File: config.mk
export PLATFORM = sky130hd
export DESIGN_NAME = tape_ctl_regif
export DESIGN_NICKNAME = d
export VERILOG_FILES = /design/src/rtl/tctl_pkg.sv /design/src/rtl/tctl_drive_view.sv /design/src/rtl/tctl_status.sv /design/src/rtl/tctl_host_decode.sv /design/src/rtl/tape_ctl_regif.sv
export SDC_FILE = /design/constraint.sdc
export NUM_CORES = 1
export LEC_CHECK = 0
export ABC_AREA = 1
export ABC_CLOCK_PERIOD_IN_PS = 4500
export BUFFER_PORTS_ARGS = -buffer_cell sky130_fd_sc_hd__buf_2
export CELL_PAD_IN_SITES_DETAIL_PLACEMENT = 0
export CELL_PAD_IN_SITES_GLOBAL_PLACEMENT = 2
export CORE_MARGIN = 5
export CORE_UTILIZATION = 26
export CTS_BUF_LIST = sky130_fd_sc_hd__clkbuf_8 sky130_fd_sc_hd__clkbuf_16
export CTS_CLUSTER_SIZE = 20
export DETAILED_ROUTE_END_ITERATION = 6
export PLACE_DENSITY_LB_ADDON = 0.1
export RECOVER_POWER = 25
export REMOVE_ABC_BUFFERS = 1
export SYNTH_ARGS = -nofsm -noshare
export SYNTH_HDL_FRONTEND = slang
export SYNTH_HIERARCHICAL = 1
export SYNTH_SLANG_ARGS = --single-unit
File: constraint.sdc
create_clock -name clk -period 4.5 [get_ports clk]
set_input_delay 0.675 -clock clk [delete_from_list [all_inputs] [get_ports clk]]
set_output_delay 0.675 -clock clk [all_outputs]
set_load 0.005 [all_outputs]
File: src/rtl/tctl_pkg.sv
package tctl_pkg;

  typedef enum logic [2:0] {
    HF_CLEAR   = 3'd0,
    HF_SKIP_DF = 3'd1,
    HF_SKIP_ER = 3'd2,
    HF_SKIP_RD = 3'd3,
    HF_LOAD_A  = 3'd4,
    HF_SKIP_AN = 3'd5,
    HF_GO      = 3'd6,
    HF_READ_B  = 3'd7
  } host_fn_e;

  typedef enum logic [2:0] {
    TOP_READ     = 3'd0,
    TOP_REWIND   = 3'd1,
    TOP_WRITE    = 3'd2,
    TOP_REV_FILE = 3'd3,
    TOP_GAP      = 3'd4,
    TOP_REV_BLK  = 3'd5,
    TOP_CHECK    = 3'd6,
    TOP_FWD_FILE = 3'd7
  } tape_op_e;

  localparam int CMD_W    = 8;
  localparam int STAT_W   = 9;
  localparam int CA_EN    = 7;
  localparam int CA_UNIT  = 6;
  localparam int CA_OP_LO = 3;
  localparam int CA_IE    = 0;

  localparam int SB_WLE  = 8;
  localparam int SB_CRC  = 7;
  localparam int SB_TIM  = 6;
  localparam int SB_BEOT = 5;
  localparam int SB_EOF  = 4;
  localparam int SB_EMP  = 3;
  localparam int SB_REW  = 2;
  localparam int SB_WLK  = 1;
  localparam int SB_RDY  = 0;

  localparam logic [STAT_W-1:0] ERR_MASK = 9'b1_1111_1000;

  typedef struct packed {
    logic wle;
    logic crc;
    logic tim;
    logic beot;
    logic eof;
    logic rew;
  } sticky_t;

  function automatic logic op_writes(tape_op_e op);
    return (op == TOP_WRITE) || (op == TOP_GAP);
  endfunction

endpackage

File: src/rtl/tctl_drive_view.sv
module tctl_drive_view #(
  parameter int NUM_DRIVES = 2,
  localparam int UNIT_W = (NUM_DRIVES > 1) ? $clog2(NUM_DRIVES) : 1
) (
  input  logic [UNIT_W-1:0]     sel_unit,
  input  logic                  enable,
  input  logic [NUM_DRIVES-1:0] attached,
  input  logic [NUM_DRIVES-1:0] wprot,
  input  logic [NUM_DRIVES-1:0] busy,
  output logic                  obs_valid,
  output logic                  obs_att,
  output logic                  obs_wp,
  output logic                  obs_busy,
  output logic                  any_busy,
  output logic                  sel_att,
  output logic                  sel_wp
);

  logic [UNIT_W-1:0] busy_idx;
  logic              busy_found;
  logic [UNIT_W-1:0] obs_idx;

  // Lowest-numbered busy drive wins: scan from the top down.
  always_comb begin
    busy_idx   = '0;
    busy_found = 1'b0;
    for (int i = NUM_DRIVES - 1; i >= 0; i--) begin
      if (busy[i]) begin
        busy_idx   = UNIT_W'(i);
        busy_found = 1'b1;
      end
    end
  end

  assign any_busy  = busy_found;
  assign obs_idx   = busy_found ? busy_idx : sel_unit;
  assign obs_valid = busy_found | enable;
  assign obs_att   = attached[obs_idx];
  assign obs_wp    = wprot[obs_idx];
  assign obs_busy  = busy[obs_idx];
  assign sel_att   = attached[sel_unit];
  assign sel_wp    = wprot[sel_unit];

endmodule

File: src/rtl/tctl_status.sv
module tctl_status
  import tctl_pkg::*;
(
  input  logic              clk,
  input  logic              rst_n,
  input  logic              clr_all,
  input  logic              go_clr_df,
  input  logic              xfr_clr,
  input  logic              set_wle,
  input  logic              launch,
  input  logic              launch_rew,
  input  logic              ev_df,
  input  logic              ev_crc,
  input  logic              ev_beot,
  input  logic              ev_eof,
  input  logic              obs_valid,
  input  logic              obs_att,
  input  logic              obs_wp,
  input  logic              obs_busy,
  output logic [STAT_W-1:0] sb_full,
  output logic              df
);

  sticky_t st_q, st_d;
  logic    df_q, df_d;
  logic    st_en;
  logic    rew_shown, live_emp, live_wlk, live_rdy;

  // Next-state: clears first, then sets, then the controller clear.
  always_comb begin
    st_d = st_q;
    df_d = df_q;
    if (obs_valid && (!obs_att || !obs_busy)) st_d.rew = 1'b0;
    if (go_clr_df) df_d = 1'b0;
    if (xfr_clr) begin
      st_d.wle = 1'b0;
      st_d.crc = 1'b0;
      st_d.tim = 1'b0;
      st_d.eof = 1'b0;
      st_d.rew = 1'b0;
    end
    if (set_wle) st_d.wle = 1'b1;
    if (launch) begin
      st_d.beot = 1'b0;
      if (launch_rew) st_d.rew = 1'b1;
    end
    if (ev_df) begin
      if (df_q) st_d.tim = 1'b1;
      df_d = 1'b1;
    end
    if (ev_crc)  st_d.crc  = 1'b1;
    if (ev_beot) st_d.beot = 1'b1;
    if (ev_eof)  st_d.eof  = 1'b1;
    if (clr_all) begin
      st_d = '0;
      df_d = 1'b0;
    end
  end

  assign st_en = (st_d != st_q) || (df_d != df_q);

  always_ff @(posedge clk or negedge rst_n) begin
    if (!rst_n) begin
      st_q <= '0;
      df_q <= 1'b0;
    end else if (st_en) begin
      st_q <= st_d;
      df_q <= df_d;
    end
  end

  assign rew_shown = st_q.rew & obs_valid & obs_att & obs_busy;
  assign live_emp  = obs_valid & ~obs_att;
  assign live_wlk  = obs_valid & (~obs_att | obs_wp | rew_shown);
  assign live_rdy  = obs_valid & ~obs_busy;

  assign sb_full = {st_q.wle, st_q.crc, st_q.tim, st_q.beot, st_q.eof,
                    live_emp, rew_shown, live_wlk, live_rdy};
  assign df = df_q;

  a_r10_overrun_sets_timing: assert property (@(posedge clk) disable iff (!rst_n)
    (ev_df && df_q && !clr_all) |=> st_q.tim);

  a_r6_go_drops_flag: assert property (@(posedge clk) disable iff (!rst_n)
    (go_clr_df && !ev_df && !clr_all) |=> !df_q);

  a_r12_clear_empties: assert property (@(posedge clk) disable iff (!rst_n)
    clr_all |=> (st_q == '0 && !df_q));

  a_r13_rew_forgotten_when_idle: assert property (@(posedge clk) disable iff (!rst_n)
    (obs_valid && !obs_busy && !(launch && launch_rew)) |=> !st_q.rew);

endmodule

File: src/rtl/tctl_host_decode.sv
module tctl_host_decode
  import tctl_pkg::*;
#(
  parameter int ACC_W = 12
) (
  input  logic              clk,
  input  logic              rst_n,
  input  logic              fn_valid,
  input  logic [2:0]        fn_code,
  input  logic [ACC_W-1:0]  acc_in,
  input  logic [STAT_W-1:0] sb_vis,
  input  logic              df,
  output logic              skip,
  output logic [ACC_W-1:0]  acc_out,
  output logic              do_clear,
  output logic              do_load_a,
  output logic              do_go
);

  localparam int PAD_W = ACC_W - CMD_W;

  logic any_err, rdy, emp;
  host_fn_e fn;

  assign fn      = host_fn_e'(fn_code);
  assign any_err = |(sb_vis & ERR_MASK);
  assign rdy     = sb_vis[SB_RDY];
  assign emp     = sb_vis[SB_EMP];

  always_comb begin
    skip      = 1'b0;
    acc_out   = acc_in;
    do_clear  = 1'b0;
    do_load_a = 1'b0;
    do_go     = 1'b0;
    if (fn_valid) begin
      case (fn)
        HF_CLEAR:   do_clear = 1'b1;
        HF_SKIP_DF: skip = df;
        HF_SKIP_ER: skip = any_err;
        HF_SKIP_RD: skip = rdy & ~emp;
        HF_LOAD_A: begin
          do_load_a = 1'b1;
          acc_out   = {{PAD_W{1'b0}}, ~acc_in[CMD_W-1:0]};
        end
        HF_SKIP_AN: skip = df | any_err | rdy;
        HF_GO:      do_go = 1'b1;
        HF_READ_B:  acc_out = {{PAD_W{1'b0}}, sb_vis[CMD_W-1:0]};
        default:    skip = 1'b0;
      endcase
    end
  end

  a_r5_skip_needs_strobe: assert property (@(posedge clk) disable iff (!rst_n)
    !fn_valid |-> !skip);

  a_r3_read_upper_zero: assert property (@(posedge clk) disable iff (!rst_n)
    (fn_valid && fn_code == 3'd7) |-> (acc_out[ACC_W-1:CMD_W] == '0));

endmodule

File: src/rtl/tape_ctl_regif.sv
module tape_ctl_regif
  import tctl_pkg::*;
#(
  parameter int NUM_DRIVES = 2,
  parameter int ACC_W      = 12,
  localparam int UNIT_W    = (NUM_DRIVES > 1) ? $clog2(NUM_DRIVES) : 1
) (
  input  logic                  clk,
  input  logic                  rst_n,
  input  logic                  fn_valid,
  input  logic [2:0]            fn_code,
  input  logic [ACC_W-1:0]      acc_in,
  input  logic [NUM_DRIVES-1:0] drv_attached,
  input  logic [NUM_DRIVES-1:0] drv_wprot,
  input  logic [NUM_DRIVES-1:0] drv_busy,
  input  logic                  ev_data_flag,
  input  logic                  ev_crc_err,
  input  logic                  ev_beot,
  input  logic                  ev_eof,
  output logic                  skip,
  output logic [ACC_W-1:0]      acc_out,
  output logic                  go_start,
  output logic                  go_cont,
  output logic [UNIT_W-1:0]     go_unit,
  output logic [2:0]            go_op,
  output logic                  ctl_clear,
  output logic                  irq
);

  logic [CMD_W-1:0]  cmd_q, cmd_d;
  logic              cmd_en;
  logic              do_clear, do_load_a, do_go;
  logic              obs_valid, obs_att, obs_wp, obs_busy;
  logic              any_busy, sel_att, sel_wp;
  logic [STAT_W-1:0] sb_full, sb_vis;
  logic              df;
  logic              go_new, wp_abort;
  logic              cmd_enable, cmd_ie;
  tape_op_e          cmd_op;

  assign cmd_enable = cmd_q[CA_EN];
  assign cmd_ie     = cmd_q[CA_IE];
  assign cmd_op     = tape_op_e'(cmd_q[CA_OP_LO +: 3]);
  assign go_unit    = cmd_q[CA_UNIT +: UNIT_W];
  assign go_op      = cmd_q[CA_OP_LO +: 3];

  // Command register
  always_comb begin
    cmd_en = do_clear | do_load_a;
    cmd_d  = do_clear ? '0 : acc_in[CMD_W-1:0];
  end

  always_ff @(posedge clk or negedge rst_n) begin
    if (!rst_n)      cmd_q <= '0;
    else if (cmd_en) cmd_q <= cmd_d;
  end

  tctl_drive_view #(.NUM_DRIVES(NUM_DRIVES)) u_view (
    .sel_unit  (go_unit),
    .enable    (cmd_enable),
    .attached  (drv_attached),
    .wprot     (drv_wprot),
    .busy      (drv_busy),
    .obs_valid (obs_valid),
    .obs_att   (obs_att),
    .obs_wp    (obs_wp),
    .obs_busy  (obs_busy),
    .any_busy  (any_busy),
    .sel_att   (sel_att),
    .sel_wp    (sel_wp)
  );

  // Go dispatch
  always_comb begin
    go_cont  = do_go & any_busy;
    go_new   = do_go & ~any_busy & cmd_enable & sel_att;
    wp_abort = go_new & op_writes(cmd_op) & sel_wp;
    go_start = go_new & ~wp_abort;
  end

  tctl_status u_status (
    .clk        (clk),
    .rst_n      (rst_n),
    .clr_all    (do_clear),
    .go_clr_df  (do_go),
    .xfr_clr    (go_new),
    .set_wle    (wp_abort),
    .launch     (go_start),
    .launch_rew (cmd_op == TOP_REWIND),
    .ev_df      (ev_data_flag),
    .ev_crc     (ev_crc_err),
    .ev_beot    (ev_beot),
    .ev_eof     (ev_eof),
    .obs_valid  (obs_valid),
    .obs_att    (obs_att),
    .obs_wp     (obs_wp),
    .obs_busy   (obs_busy),
    .sb_full    (sb_full),
    .df         (df)
  );

  assign sb_vis = cmd_enable ? sb_full : '0;

  tctl_host_decode #(.ACC_W(ACC_W)) u_decode (
    .clk       (clk),
    .rst_n     (rst_n),
    .fn_valid  (fn_valid),
    .fn_code   (fn_code),
    .acc_in    (acc_in),
    .sb_vis    (sb_vis),
    .df        (df),
    .skip      (skip),
    .acc_out   (acc_out),
    .do_clear  (do_clear),
    .do_load_a (do_load_a),
    .do_go     (do_go)
  );

  assign ctl_clear = do_clear;
  assign irq = cmd_ie & (df | (|(sb_vis & (ERR_MASK | STAT_W'(1)))));

  a_r2_load_captures: assert property (@(posedge clk) disable iff (!rst_n)
    (fn_valid && fn_code == 3'd4) |=> (cmd_q == $past(acc_in[CMD_W-1:0])));

  a_r8_protected_write_blocked: assert property (@(posedge clk) disable iff (!rst_n)
    go_start |-> !((go_op == 3'd2 || go_op == 3'd4) && drv_wprot[go_unit]));

  a_r9_start_needs_enable_and_media: assert property (@(posedge clk) disable iff (!rst_n)
    go_start |-> (cmd_q[CA_EN] && drv_attached[go_unit] && drv_busy == '0));

  a_r11_irq_gated: assert property (@(posedge clk) disable iff (!rst_n)
    !cmd_q[CA_IE] |-> !irq);

  a_r6_single_go_path: assert property (@(posedge clk) disable iff (!rst_n)
    !(go_start && go_cont));

endmodule

==> reports/results.ini <==
[status]
status=finished clean

[drt]
postRouteAntennaNets=0
drc=0
routed_via_density=4.19
firstDrtPassIters=4
vias=1254
wl_per_cell_um=11.4
drt_first_iter_violations=23
routed_wl_um=3400

[sta]
maxSlewHeadroom_pct=53.4
hold_violations=0
worst_clock_skew_ns=0.000376
worstMarginPinSlew_ns=0.699
fmax_ghz=0.376
min_period_over_period_pct=59.1
min_period_ns=2.66
setup_viol=0
drv_slew=0
setup_tns_ns=0
grt_setup_unrepaired=false

[layout]
fin_nets=274
regArea_sq_um=325
drive_above_1_share_pct=27.3
n_antenna_cell=0
post-route-util_pct=32.1
synthToLayoutAreaGrowth_pct=19.9
fill_cells=544
multiInputGateArea_sq_um=637

[power]
leakage_nw=0.914
total_power_mw=0.362
vdd_ir_drop_max_v=0.000111
pwr_density_cell_nw_per_um2=240

[placed_design]
routabilityCongestion=0.731
port_buffers=48
hpwl_um=2890

[clocking]
clock_path_buffers=2
clkTransAtPathRegs_ns=0.05
cts_made_buffers=3
cts_max_level=1
clock-root-buffer=clkbuf_8
cts_resized=0
hold_buffers=0
insertion_delay_ns=0.24
cts_tree=yes
clock_sinks=13
post_cts_buffers=0

[synthesis]
ys_seq_area_share_pct=25.9
synth_top_cell_by_area=dfrtp_1
synth_edf_count=0
yosys_most_used_dff=dfrtp_1
synth.avg_cell_area_sq_um=6.09
synth_commonest_cells=nand2_1, inv_1, nor2_1
netlist.area_leader.share_pct=25.9
syn_area_sq_um=1250
synth_warnings=6
synth-async-reset-ratio_pct=100
synthCells=206
synth_area_leaders=dfrtp_1, nand2_1, inv_1
ys_seq_elements=13
synthDistinctLibCells=24
synth.most_common_cell=nand2_1

[floorplanning]
rows=25
start_util_pct=26.7
design.core.area_sq_um=4690
die_height_um=79.5
die_area_sq_um=6320
ioPinCount=49
die_x_um=79.5

[critical_path]
cp-end-kind=output port
cp-start-kind=input pin
r2r_cells=10
crit_required_ns=3.83
critPathMaxFanout=5
crit_arrival_ns=1.99
path_class=in2out

[grt]
grt_pass1_wl_um=5630
grt_max_degree=16
grt_pass1_vias=1261
globalRouteTotalUtil_pct=11.3
antenna_found_initial=0
grt_overflow_total=0

[hold_path]
hp-class=in2async

[flow_run]
drv_cap=0

cells by family after synthesis:
family | synth area share [%]
compound gates | 12.6
buf+inv | 23.3
flops | 25.9
simple gates | 38.2
routing by layer:
layer  wire length (um)  track usage [%]  up-vias
met5                  0                0        -
met3                157             1.81        5
met1               1630             14.5      526
li1                   -                -      692
met2               1570             19.0       31
met4                 43             4.12        0
cell type report:
class,instances,area share [%]
Clock inverter,1,0.249
Timing Repair Buffer,49,16.4
Tap cell,54,4.49
Multi-Input combinational cell,130,42.3
Clock buffer,3,2.74
Sequential cell,13,21.6
Inverter,49,12.2
stage by stage:
step                      setup slack, ns  area [sq um]  hold WS [ns]  cells
after floorplan                      2.15          1150         0.379    192
after global placement               1.82          1460         0.496    295
after detailed placement             1.82          1460         0.510    295
after CTS                            1.82          1510         0.316    299
after global routing                 1.69          1510         0.521    299
final                                1.84          1510         0.453    299
worst paths after layout:
check | start | slack, ns | end
worst max-delay path | drv_busy[0] | 1.84 | skip
worst min-delay path | rst_n | 0.45 | cmd_q[3]
worst max register to register | cmd_q[6] | 3.05 | u_status/sb_full[5]
worst min register to register | u_status/sb_full[8] | 0.52 | u_status/sb_full[8]
max in group asynchronous | rst_n | 3.61 | u_status/st_q[0]
min in group clk | u_status/sb_full[8] | 0.52 | u_status/sb_full[8]
state kept, by name (all words and copies together) (netlist names):
register and cells:
u_status/df 1, u_status/sb_full 5, u_status/st_q 1, cmd_q 6
critical path: stages:
cell	delay, ns
buf_2	0.10
inv_2	0.08
nand2_2	0.09
or2_1	0.24
nand2_1	0.10
inv_1	0.04
nand2_1	0.07
inv_1	0.07
nor2_1	0.10
nand3_1	0.08
nand2_1	0.07
nand3_1	0.07
nand2_1	0.06
inv_1	0.03
buf_2	0.11
placed cells by master (no fill, tap or decap), drive strengths merged:
cell type	count
buf	48
a21oi	10
clkbuf	4
o211ai	8
nor2	19
dfrtp	13
or2	2
and2b	1
nand4	1
nor3	5
nand3	14
o21ai	7
inv	50
nand2	63
where the power goes:
part / internal, mW / switching, mW
combinational: 0.0480 / 0.0697
clock: 0.0602 / 0.0402
sequential: 0.129 / 0.0143
(Power assumes the default switching activity.)
